$ cat config.mk
export PLATFORM = sky130hd
export DESIGN_NAME = pscan_top
export DESIGN_NICKNAME = d
export VERILOG_FILES = /design/src/rtl/pscan_pkg.sv /design/src/rtl/pscan_ctrl.sv /design/src/rtl/pscan_tree.sv /design/src/rtl/pscan_top.sv
export SDC_FILE = /design/constraint.sdc
export NUM_CORES = 1
export LEC_CHECK = 0
export BUFFER_PORTS_ARGS = -buffer_cell sky130_fd_sc_hd__clkbuf_2
export CORE_ASPECT_RATIO = 0.9
export CORE_MARGIN = 2
export CORE_UTILIZATION = 45
export DETAILED_ROUTE_END_ITERATION = 6
export MAX_ROUTING_LAYER = met4
export RECOVER_POWER = 25
export SKIP_LAST_GASP = 1
export SYNTH_ARGS = -nofsm -noshare
export SYNTH_HDL_FRONTEND = slang
export SYNTH_SLANG_ARGS = --single-unit
export TNS_END_PERCENT = 20
$ cat constraint.sdc
create_clock -name clk -period 4.1 [get_ports clk]
set_input_delay 1.23 -clock clk [delete_from_list [all_inputs] [get_ports clk]]
set_output_delay 1.23 -clock clk [all_outputs]
set_load 0.01 [all_outputs]
$ cat src/rtl/pscan_pkg.sv
package pscan_pkg;

    typedef enum logic [2:0] {
        ST_IDLE,
        ST_UP,
        ST_LEAF,
        ST_SWAP,
        ST_DOWN,
        ST_DONE
    } pscan_state_e;

    typedef enum logic [2:0] {
        OP_HOLD,
        OP_LOAD,
        OP_UP,
        OP_LEAF,
        OP_SWAP,
        OP_DOWN
    } pscan_op_e;

    // Tree level of a heap-indexed node (root = 1 at level 0).
    function automatic int level_of(input int idx);
        int lv;
        int v;
        lv = 0;
        v  = idx;
        while (v > 1) begin
            v  = v / 2;
            lv = lv + 1;
        end
        return lv;
    endfunction

endpackage

$ cat src/rtl/pscan_ctrl.sv
module pscan_ctrl
    import pscan_pkg::*;
#(
    parameter int K  = 3,
    parameter int LW = 2
) (
    input  logic          clk,
    input  logic          rst_n,
    input  logic          start_i,
    output pscan_op_e     op_o,
    output logic [LW-1:0] lvl_o,
    output logic          done_o
);

    localparam logic [LW-1:0] TOP_LVL = LW'(K - 1);
    localparam logic [LW-1:0] ONE_LVL = LW'(1);

    pscan_state_e  state_q, state_d;
    logic [LW-1:0] lvl_q, lvl_d;

    // state register
    always_ff @(posedge clk or negedge rst_n) begin
        if (!rst_n) begin
            state_q <= ST_IDLE;
            lvl_q   <= '0;
        end else begin
            state_q <= state_d;
            lvl_q   <= lvl_d;
        end
    end

    // next state
    always_comb begin
        state_d = state_q;
        lvl_d   = lvl_q;
        unique case (state_q)
            ST_IDLE, ST_DONE: begin
                if (start_i) begin
                    state_d = ST_UP;
                    lvl_d   = TOP_LVL;
                end
            end
            ST_UP: begin
                if (lvl_q == ONE_LVL) state_d = ST_LEAF;
                else                  lvl_d   = lvl_q - ONE_LVL;
            end
            ST_LEAF: state_d = ST_SWAP;
            ST_SWAP: begin
                state_d = ST_DOWN;
                lvl_d   = ONE_LVL;
            end
            ST_DOWN: begin
                if (lvl_q == TOP_LVL) state_d = ST_DONE;
                else                  lvl_d   = lvl_q + ONE_LVL;
            end
            default: state_d = ST_IDLE;
        endcase
    end

    // outputs
    always_comb begin
        op_o   = OP_HOLD;
        done_o = 1'b0;
        unique case (state_q)
            ST_IDLE: op_o = start_i ? OP_LOAD : OP_HOLD;
            ST_DONE: begin
                op_o   = start_i ? OP_LOAD : OP_HOLD;
                done_o = 1'b1;
            end
            ST_UP:   op_o = OP_UP;
            ST_LEAF: op_o = OP_LEAF;
            ST_SWAP: op_o = OP_SWAP;
            ST_DOWN: op_o = OP_DOWN;
            default: op_o = OP_HOLD;
        endcase
    end
    assign lvl_o = lvl_q;

    // upward walk descends one level per cycle
    p_up_descend_r8: assert property (@(posedge clk) disable iff (!rst_n)
        (state_q == ST_UP && lvl_q != ONE_LVL) |=>
            (state_q == ST_UP && lvl_q == $past(lvl_q) - ONE_LVL));

    // downward walk ascends one level per cycle
    p_down_ascend_r8: assert property (@(posedge clk) disable iff (!rst_n)
        (state_q == ST_DOWN && lvl_q != TOP_LVL) |=>
            (state_q == ST_DOWN && lvl_q == $past(lvl_q) + ONE_LVL));

    // a busy scan never restarts at the top level
    p_busy_start_ignored_r5: assert property (@(posedge clk) disable iff (!rst_n)
        (state_q != ST_IDLE && state_q != ST_DONE) |=>
            !(state_q == ST_UP && lvl_q == TOP_LVL && $past(state_q) != ST_IDLE
              && $past(state_q) != ST_DONE));

    // the swap step always follows the leaf step
    p_leaf_then_swap_r4: assert property (@(posedge clk) disable iff (!rst_n)
        (state_q == ST_LEAF) |=> (state_q == ST_SWAP));

endmodule

$ cat src/rtl/pscan_tree.sv
module pscan_tree
    import pscan_pkg::*;
#(
    parameter int N  = 8,
    parameter int W  = 16,
    parameter int LW = 2
) (
    input  logic           clk,
    input  logic           rst_n,
    input  pscan_op_e      op_i,
    input  logic [LW-1:0]  lvl_i,
    input  logic [N*W-1:0] operand_i,
    output logic [N*W-1:0] prefix_o
);

    localparam int NODES = 2 * N;

    // node 1 (root) is never used; nodes 2..2N-1 hold levels 1..K
    logic [W-1:0] node_w [2:NODES-1];

    for (genvar j = 2; j < NODES; j++) begin : g_node
        localparam int  L   = level_of(j);
        localparam bit  ODD = (j % 2) == 1;
        localparam int  SIB = ODD ? j - 1 : j;
        localparam int  PAR = (L >= 2) ? j / 2 : j;
        localparam bit  HAS_PAR = (L >= 2);

        logic [W-1:0] r_q;

        if (j >= N) begin : g_leaf
            always_ff @(posedge clk or negedge rst_n) begin
                if (!rst_n) begin
                    r_q <= '0;
                end else begin
                    case (op_i)
                        OP_LOAD: r_q <= operand_i[(j-N)*W +: W];
                        OP_LEAF: if (ODD) r_q <= node_w[SIB] + r_q;
                        OP_DOWN: if (lvl_i == LW'(L - 1)) r_q <= r_q + node_w[PAR];
                        default: r_q <= r_q;
                    endcase
                end
            end
        end else begin : g_inner
            always_ff @(posedge clk or negedge rst_n) begin
                if (!rst_n) begin
                    r_q <= '0;
                end else begin
                    case (op_i)
                        OP_UP:   if (lvl_i == LW'(L)) r_q <= node_w[2*j] + node_w[2*j+1];
                        OP_SWAP: r_q <= ODD ? node_w[SIB] : '0;
                        OP_DOWN: if (HAS_PAR && lvl_i == LW'(L - 1)) r_q <= r_q + node_w[PAR];
                        default: r_q <= r_q;
                    endcase
                end
            end
        end

        assign node_w[j] = r_q;
    end

    for (genvar i = 0; i < N; i++) begin : g_out
        assign prefix_o[i*W +: W] = node_w[N+i];
    end

    // after the swap step the leftmost level-one node holds the identity
    p_swap_identity_r3: assert property (@(posedge clk) disable iff (!rst_n)
        (op_i == OP_SWAP) |=> (node_w[2] == '0));

    // leaf 0 never changes between load and the next load
    p_first_leaf_kept_r3: assert property (@(posedge clk) disable iff (!rst_n)
        (op_i != OP_LOAD) |=> $stable(node_w[N]));

endmodule

$ cat src/rtl/pscan_top.sv
module pscan_top
    import pscan_pkg::*;
#(
    parameter int N = 8,
    parameter int W = 16
) (
    input  logic           clk,
    input  logic           rst_n,
    input  logic           start_i,
    input  logic [N*W-1:0] operand_i,
    output logic           done_o,
    output logic [N*W-1:0] prefix_o
);

    localparam int K  = $clog2(N);
    localparam int LW = $clog2(K + 1);

    pscan_op_e     op_w;
    logic [LW-1:0] lvl_w;

    pscan_ctrl #(.K(K), .LW(LW)) ctrl_i (
        .clk    (clk),
        .rst_n  (rst_n),
        .start_i(start_i),
        .op_o   (op_w),
        .lvl_o  (lvl_w),
        .done_o (done_o)
    );

    pscan_tree #(.N(N), .W(W), .LW(LW)) tree_i (
        .clk      (clk),
        .rst_n    (rst_n),
        .op_i     (op_w),
        .lvl_i    (lvl_w),
        .operand_i(operand_i),
        .prefix_o (prefix_o)
    );

    // results and done persist until a start
    p_done_hold_r6: assert property (@(posedge clk) disable iff (!rst_n)
        (done_o && !start_i) |=> (done_o && $stable(prefix_o)));

    // an accepted start drops done on the next edge
    p_start_clears_done_r2: assert property (@(posedge clk) disable iff (!rst_n)
        (done_o && start_i) |=> !done_o);

endmodule

# == After elaboration in Yosys (flattened, before gate mapping) ==
# Index checks and enable logic that the tools add are counted.
# totals
regBits,229
latch_bits,0
ram_bits,0
mem_bits_ro,0
inputBits,131
output_inout_bits,129
wordCells,113
memories,0
# classes
n_addsub,20
n_mul,0
div,0
n_lt_le_gt_ge,0
n_eq_ne,21
shifts,0
mux,43
bitwise,0
n_reduce_logical,13
# op_table
op,count
$pmux W16 S3,8
$add A16 B16 Y16,18
$mux W16,18
$pmux W16 S2,6
$pmux W3 S5,2
$eq A3 B2 Y1 const B,4
$eq A3 B3 Y1 const B,4
$ne A2 B2 Y1 const B,6
$mux W3,3
$pmux W2 S4,1
$eq A3 B1 Y1 const B,2
$mux W2,3
$ne A2 B1 Y1 const B,3
$reduce_and A2 Y1,3
$reduce_and A3 Y1,2
$reduce_bool A3 Y1,2
$reduce_and A4 Y1,1
$reduce_bool A2 Y1,2
$reduce_bool A4 Y1,1
$logic_not A3 Y1,1
$add A2 B1 Y2 const B,1
$eq A2 B1 Y1 const B,1
$eq A2 B2 Y1 const B,1
$mux W1,2
2 further kinds,2

# == Depth between registers and ports, before layout ==
# Gate-level depths: netlist of run 1.
# logic_depth
word_depth,6
ltp_mapped,12
ltp_nobuf,12

# == Modules after synthesis ==
# From an unflattened synthesis of run 1, not the netlist that was laid out.
# unflattened
cells_unflattened,2782
area_unflattened_um2,22505.3
# by_module_without_submodules
module,instances,cells_each,area_each_um2,seq_area_each_um2
pscan_tree,1,2735,22097.4,5605.4
pscan_ctrl,1,47,407.9,125.1

# == Least setup slack after synthesis of run 1 ==
# No wires, ideal clock.
# synth_path
path_type,reg-to-reg
from,reg tree_i.g_node[8].r_q[0]
to,reg tree_i.g_node[9].r_q[14]
setup_time_ps,131
arrival_time_ps,2617
setup_slack_ps,1352
path_stages_with_launch,12
cell_sequence,dfrtp_1 > ha_1 > fa_1 > a21o_1 > a21o_1 > a21oi_1 > o31ai_1 > o41ai_2 > o21a_1 > xnor2_1 > a222oi_1 > o21ai_1
# synth_via
elab_chain_len,2
# synth_rtl
item,line,source
from (decl),pscan_tree.sv:28,logic [W-1:0] r_q;
from (signal assigned),pscan_tree.sv:36,OP_LOAD: r_q <= operand_i[(j-N)*W +: W];
from (signal assigned),pscan_tree.sv:37,OP_LEAF: if (ODD) r_q <= node_w[SIB] + r_q;
from (signal assigned),pscan_tree.sv:38,OP_DOWN: if (lvl_i == LW'(L - 1)) r_q <= r_q + node_w[PAR];
$add A16 B16 Y16,pscan_tree.sv:37,
$pmux W16 S3,pscan_tree.sv:35,case (op_i)
to (signal assigned),pscan_tree.sv:36,
to (signal assigned),pscan_tree.sv:37,
to (signal assigned),pscan_tree.sv:38,
to (decl),pscan_tree.sv:28,
# No other way between the ends.
# A chain may end at the register's enable or synchronous reset.

# == Worst setup path after layout of run 1 ==
# layout_path
from,reg ctrl_i.state_q[1]
to,out done_o
# layout_via
elab_chain_len,2
# layout_rtl
item,line,source
from (decl),pscan_ctrl.sv:18,"pscan_state_e state_q, state_d;"
from (signal assigned),pscan_ctrl.sv:27,state_q <= state_d;
$eq A3 B3 Y1,pscan_ctrl.sv:64,unique case (state_q)
$mux W1,pscan_ctrl.sv:64,
to (decl),pscan_top.sv:11,"output logic done_o,"
# No other way between the ends.

==> results of run 1 <==
-- per-layer routing --
layer	wire, um	up-vias	GRT usage (%)
li1	-	10778	-
met1	36120	10939	41.45
met2	39160	722	53.90
met3	4123	177	2.739
met4	3420	0	11.78
met5	0	-	-
-- worst max-delay path by stage --
stage | startpoint | endpoint | slack [ns] | depth (start not counted)
2_1_floorplan | tree_i.g_node[8].r_q[0]$_DFFE_PN0P_ | tree_i.g_node[9].r_q[14]$_DFFE_PN0P_ | 1.35 | 11
3_3_place_gp | start_i | tree_i.g_node[15].r_q[12]$_DFFE_PN0P_ | 0.91 | 7
3_5_place_dp | ctrl_i.state_q[2]$_DFFE_PN0P_ | tree_i.g_node[15].r_q[12]$_DFFE_PN0P_ | 0.81 | 7
4_1_cts | ctrl_i.state_q[1]$_DFFE_PN0P_ | done_o | 0.60 | 3
5_1_grt | rst_n | tree_i.g_node[7].r_q[9]$_DFFE_PN0P_ | 0.44 | 2
6_report | ctrl_i.state_q[1]$_DFFE_PN0P_ | done_o | 0.64 | 3
-- sequential cells by signal, summed over array words and instances (netlist names) --
| signal | flops |
|---|---|
| ctrl_i.lvl_o | 2 |
| ctrl_i.state_q | 3 |
| tree_i.g_node.r_q | 224 |
-- cells by family (layout without fill, tap and decap cells) --
family	after synthesis	after routing	share of synthesized area, %
AOI/OAI and AO/OA	1012	1012	29.44
xor gates and xnor gates	204	204	7.903
adders and majority gates	290	290	16.65
buffers and inverters	211	443	3.553
DFF	229	229	25.35
muxes	10	10	0.4538
and+or+nand+nor	835	835	16.65
-- cells in the mapped netlist (all sizes together) (31+ instances only) --
master and count:
a211oi 50, a21o 81, a21oi 268, a221oi 59
a22oi 36, a31oi 57, clkbuf 103, dfrtp 229
ha 272, inv 88, nand2 243, nand3 60
nor2 294, nor2b 35, nor3 66, o21a 53
o21ai 216, o22ai 32, or3 31, xnor2 129
xor2 75
-- cell type report --
class	count	area, sq um	area share, %
multi-input cells	2351	16140	62.56
flip-flops and latches	229	5731	22.21
clock inverters	10	177.7	0.6886
inverters	88	330.3	1.280
well taps	671	839.6	3.254
clock buffers	42	887.1	3.438
repair buffers	303	1694	6.566
-- worst max-delay path: cells and delay by family, from the launching register on --
kind          cells  cell delay [ns]
buf+inv           1             0.15
simple gates      2             0.43
flops             1             1.06
-- metrics by stage --
step	hold slack (ns)	setup WS, ns	std cells	cell area (sq um)	util, %
final	0.5387	0.6361	3694	25800	52.31
after global routing	0.5650	0.4399	3694	25800	52.31
after CTS	0.5375	0.6041	3694	25820	52.34
after detailed placement	0.5290	0.8147	3642	24750	50.18
after global placement	0.5018	0.9056	3642	24750	50.18
after floorplan	0.4762	1.352	2791	22610	-
==> flow_metrics.tcl, run 1 <==
set metrics [dict create \
    core_sq_um 49330 \
    grt_antenna_before_repair 0 \
    violations "max-capacitance violations, max-slew violations" \
    ant_nets 0 \
    arrival_ns 2.23 \
    die_w_um 240.3 \
    syn_to_final_growth_pct 14.13 \
    ys_warn_count 0 \
    maxCapViolations 1 \
    setup_tns_ns 0 \
    critPathRequiredTime_ns 2.87 \
    skew_ns 0.01153 \
    rows 77 \
    start_kind "register" \
    totalWireLength_um 82820 \
    ctsResizeCount 0 \
    grt_max_degree 74 \
    dr.pass1.iters 7 \
    period_share_pct 84.48 \
    holdPathStages 1 \
    layout_commonest_cell "nor2_1" \
    final-hold-violation-count 0 \
    crit_type "register to primary output" \
    ys_seq_elements 229 \
    cts_buffer_depth 3 \
    reg2reg_slack_ns 0.72 \
    hpwl_um 63260 \
    hold_buffers 0 \
    finalMaxSlewViolations 72 \
    postSynthAreaPerCell_sq_um 8.100 \
    n_fill_cell 4777 \
    yosysTopAreaCellShare_pct 25.35 \
    synth_top_area_cell "dfrtp_1" \
    routedWlPerCell_um 22.42 \
    drc 0 \
    ff2ff_path_depth 7 \
    drtIter0Drc 1697 \
    cp_slowest_stage_delay_ns 1.06 \
    h-tree-depth 1 \
    path_cells "nand2b_1 > nor2_1 > clkbuf_2" \
    cpMaxStageDelayCell "dfrtp_1" \
    ys.flop_type "dfrtp_1" \
    most-common-layout-cells "290 x nor2_1, 272 x ha_1, 266 x a21oi_1, 259 x clkbuf_2, 242 x nand2_1" \
    io_buffers 259 \
    cts_root_buf "clkbuf_16" \
    numCtsBuffers 30 \
    r2r_start "ctrl_i.state_q[2]$_DFFE_PN0P_" \
    yosys.cell_types.count 80 \
    synth_cells 2791 \
    r2r-end "tree_i.g_node[15].r_q[12]$_DFFE_PN0P_" \
    rsz0062_at_grt "no" \
    start_util_pct 45.83 \
    die-area_sq_um 52050 \
    grt_pass1_wl_um 128400 \
    synth_area_sq_um 22610 \
    hold_start "ctrl_i.lvl_o[0]$_DFFE_PN0P_" \
    track_usage_pct 32.51 \
    hold_path_end "ctrl_i.lvl_o[0]$_DFFE_PN0P_" \
    grt_overflow 0 \
    status "finished with violations" \
    diodes 0 \
    io_pins 260 \
    synth_nets 3212 \
    num_vias 22616 \
    cts_num_sinks 229 \
    ys_seq_area_share_pct 25.35 \
    slew_headroom_pct -44.74 \
    clkLatencyLatePin_ns 0.59 \
    cp_max_fo 27 \
    synthArstFlopShare_pct 100.0 \
    routabilityCongestion 0.9793 \
    synth_area_leaders "dfrtp_1 25%, ha_1 15%, a21oi_1 5.9%, xnor2_1 5.0%, nor2_1 4.9%" \
    grt_pass1_vias 21999 \
    layout.nets 3424 \
    hold_class "register to register" \
    path_clk_slew_ns 0.06 \
    final_layout_size_suffix_gt1_share_pct 13.20 \
    cts_tree "built" \
    routed_via_density 6.122 \
    synth_edf_count 0 \
    post-cts-setup-buffers 0 \
    fin_crit_ns 3.464 \
    critPathCaptureType "primary output" \
    worstMarginPinSlew_ns 2.171 \
    die_h_um 216.6 \
    setup_viol 0 \
    fmax_mhz 288.7 \
]
Power of run 1 is left out: the tool's default activity adds up to more than one toggle a clock period on the data nets, which glitch-free logic cannot reach.
==> run 2, diff against run 1 <==
--- a/config.mk
+++ b/config.mk
@@ -11,6 +11,7 @@
 export CORE_UTILIZATION = 45
 export DETAILED_ROUTE_END_ITERATION = 6
 export MAX_ROUTING_LAYER = met4
+export PLACE_DENSITY = 0.67
 export RECOVER_POWER = 25
 export SKIP_LAST_GASP = 1
 export SYNTH_ARGS = -nofsm -noshare
==> constraint.sdc (replaced) <==
create_clock -name clk -period 3.1 [get_ports clk]
set_input_delay 0.93 -clock clk [delete_from_list [all_inputs] [get_ports clk]]
set_output_delay 0.93 -clock clk [all_outputs]
set_load 0.01 [all_outputs]
==> flow_metrics.tcl, run 2 (synthesis gave the netlist of run 1 again) <==
set metrics [dict create \
    die_h_um 216.6 \
    diodes 0 \
    drc 0 \
    grt_max_degree 68 \
    slew_headroom_pct -36.97 \
    h-tree-depth 1 \
    grt_antenna_before_repair 0 \
    worstMarginPinSlew_ns 2.055 \
    setup_viol 0 \
    cts_tree "built" \
    io_buffers 259 \
    hold_class "register to register" \
    period_share_pct 97.29 \
    routed_via_density 6.242 \
    path_clk_slew_ns 0.06 \
    cts_buffer_depth 3 \
    numCtsBuffers 31 \
    die_w_um 240.3 \
    top_register "tree_i.g_node.r_q" \
    rows 77 \
    final_layout_size_suffix_gt1_share_pct 14.94 \
    clkLatencyLatePin_ns 0.60 \
    ant_nets 0 \
    fmax_mhz 331.6 \
    start_util_pct 45.83 \
    skew_ns 0.01544 \
    maxCapViolations 1 \
    whs_ns 0.5201 \
    fin_crit_ns 3.016 \
    num_vias 23371 \
    cts_num_sinks 229 \
    crit_type "register to register" \
    layout_commonest_cell "nor2_1" \
    postLayoutCoreUtil_pct 53.22 \
    hpwl_um 65000 \
    critPathRequiredTime_ns 3.58 \
    track_usage_pct 32.98 \
    dr.pass1.iters 7 \
    routabilityCongestion 0.9757 \
    grt_pass1_vias 22724 \
    fin_area_sq_um 26250 \
    syn_to_final_growth_pct 16.12 \
    most-common-layout-cells "290 x nor2_1, 272 x ha_1, 263 x a21oi_1, 262 x clkbuf_2, 242 x nand2_1" \
    status "finished with violations" \
    largest_reg_flops 224 \
    dpl_cell_area_sq_um 25230 \
    finalMaxSlewViolations 66 \
    die-area_sq_um 52050 \
    io_pins 260 \
    grt_pass1_wl_um 130400 \
    cts_root_buf "clkbuf_16" \
    layout.nets 3471 \
    grt_overflow 0 \
    setup_tns_ns 0 \
    start_kind "register" \
    cp_max_fo 6 \
    hold_buffers 0 \
    critPathCaptureType "register" \
    routedWlPerCell_um 22.69 \
    final-hold-violation-count 0 \
    violations "max-capacitance violations, max-slew violations" \
    core_sq_um 49330 \
    totalWireLength_um 84960 \
    rsz0062_at_grt "yes" \
    drtIter0Drc 1837 \
    arrival_ns 3.50 \
]
[run 2: changes by cell type in the layout (fill, tap and decap cells not counted), moves of 4 or more]
cell and delta:
o21ai_0 -6, o21ai_1 +6, buf_4 +37, buf_12 +8, dfrtp_2 +4, dfrtp_1 -4
[run 2: metrics by stage]
step,cells,setup slack [ns]
2_1_floorplan,2791,0.3523
3_3_place_gp,3687,0.06089
3_5_place_dp,3687,0.04439
4_1_cts,3743,0.02502
5_1_grt,3744,-0.09965
6_report,3744,0.08399
[run 2: final cells by class]
class / count / area (sq um)
clock buffer: 47 / 905.9
sequential: 229 / 5736
fill: 4648 / 23080
multi-input combinational: 2351 / 16190
clock inverter: 9 / 101.3
inverter: 88 / 334.1
timing repair buffer: 349 / 2140
tap: 671 / 839.6
[run 2: final timing paths]
kind / from / end / slack [ns] / depth (start not counted)
setup / recovery: tree_i.g_node[6].r_q[0]$_DFFE_PN0P_ / tree_i.g_node[12].r_q[14]$_DFFE_PN0P_ / 0.08 / 12
hold / removal: ctrl_i.lvl_o[0]$_DFFE_PN0P_ / ctrl_i.lvl_o[0]$_DFFE_PN0P_ / 0.52 / 1
setup reg to reg: tree_i.g_node[6].r_q[0]$_DFFE_PN0P_ / tree_i.g_node[12].r_q[14]$_DFFE_PN0P_ / 0.08 / 12
hold reg to reg: ctrl_i.lvl_o[0]$_DFFE_PN0P_ / ctrl_i.lvl_o[0]$_DFFE_PN0P_ / 0.52 / 1
max in group asynchronous: rst_n / tree_i.g_node[4].r_q[1]$_DFFE_PN0P_ / 0.41 / 2
min in group asynchronous: rst_n / tree_i.g_node[14].r_q[1]$_DFFE_PN0P_ / 0.89 / 1
[run 2: critical path, cell delays in order (launching register included)]
cell and delay [ns]:
dfrtp_1 0.45, ha_1 0.22, inv_1 0.06, fa_1 0.39
nor2b_1 0.16, o21ai_0 0.12, a21boi_0 0.29, o21ai_0 0.26
a21oi_2 0.29, a21oi_1 0.14, o21ai_0 0.23, mux2i_1 0.21
nand3_1 0.08
[run 2: timing repair]
| action | 4_1_cts | 5_1_grt |
|---|---|---|
| buffers inserted | 0 | 1 |
| gates resized for setup | 0 | 23 |
| endpoints found under the setup margin | 0 | 33 |
[run 2: metal layers]
metal / wire length (um) / global-route usage, % / share of wire, % / vias up
met5: 0 / - / 0 / -
met4: 3936 / 13.27 / 4.6 / 0
met3: 5660 / 3.821 / 6.7 / 213
met2: 39080 / 53.19 / 46 / 982
met1: 36290 / 42.13 / 43 / 11285
li1: - / - / - / 10891
Power of run 2 is left out for the same reason.
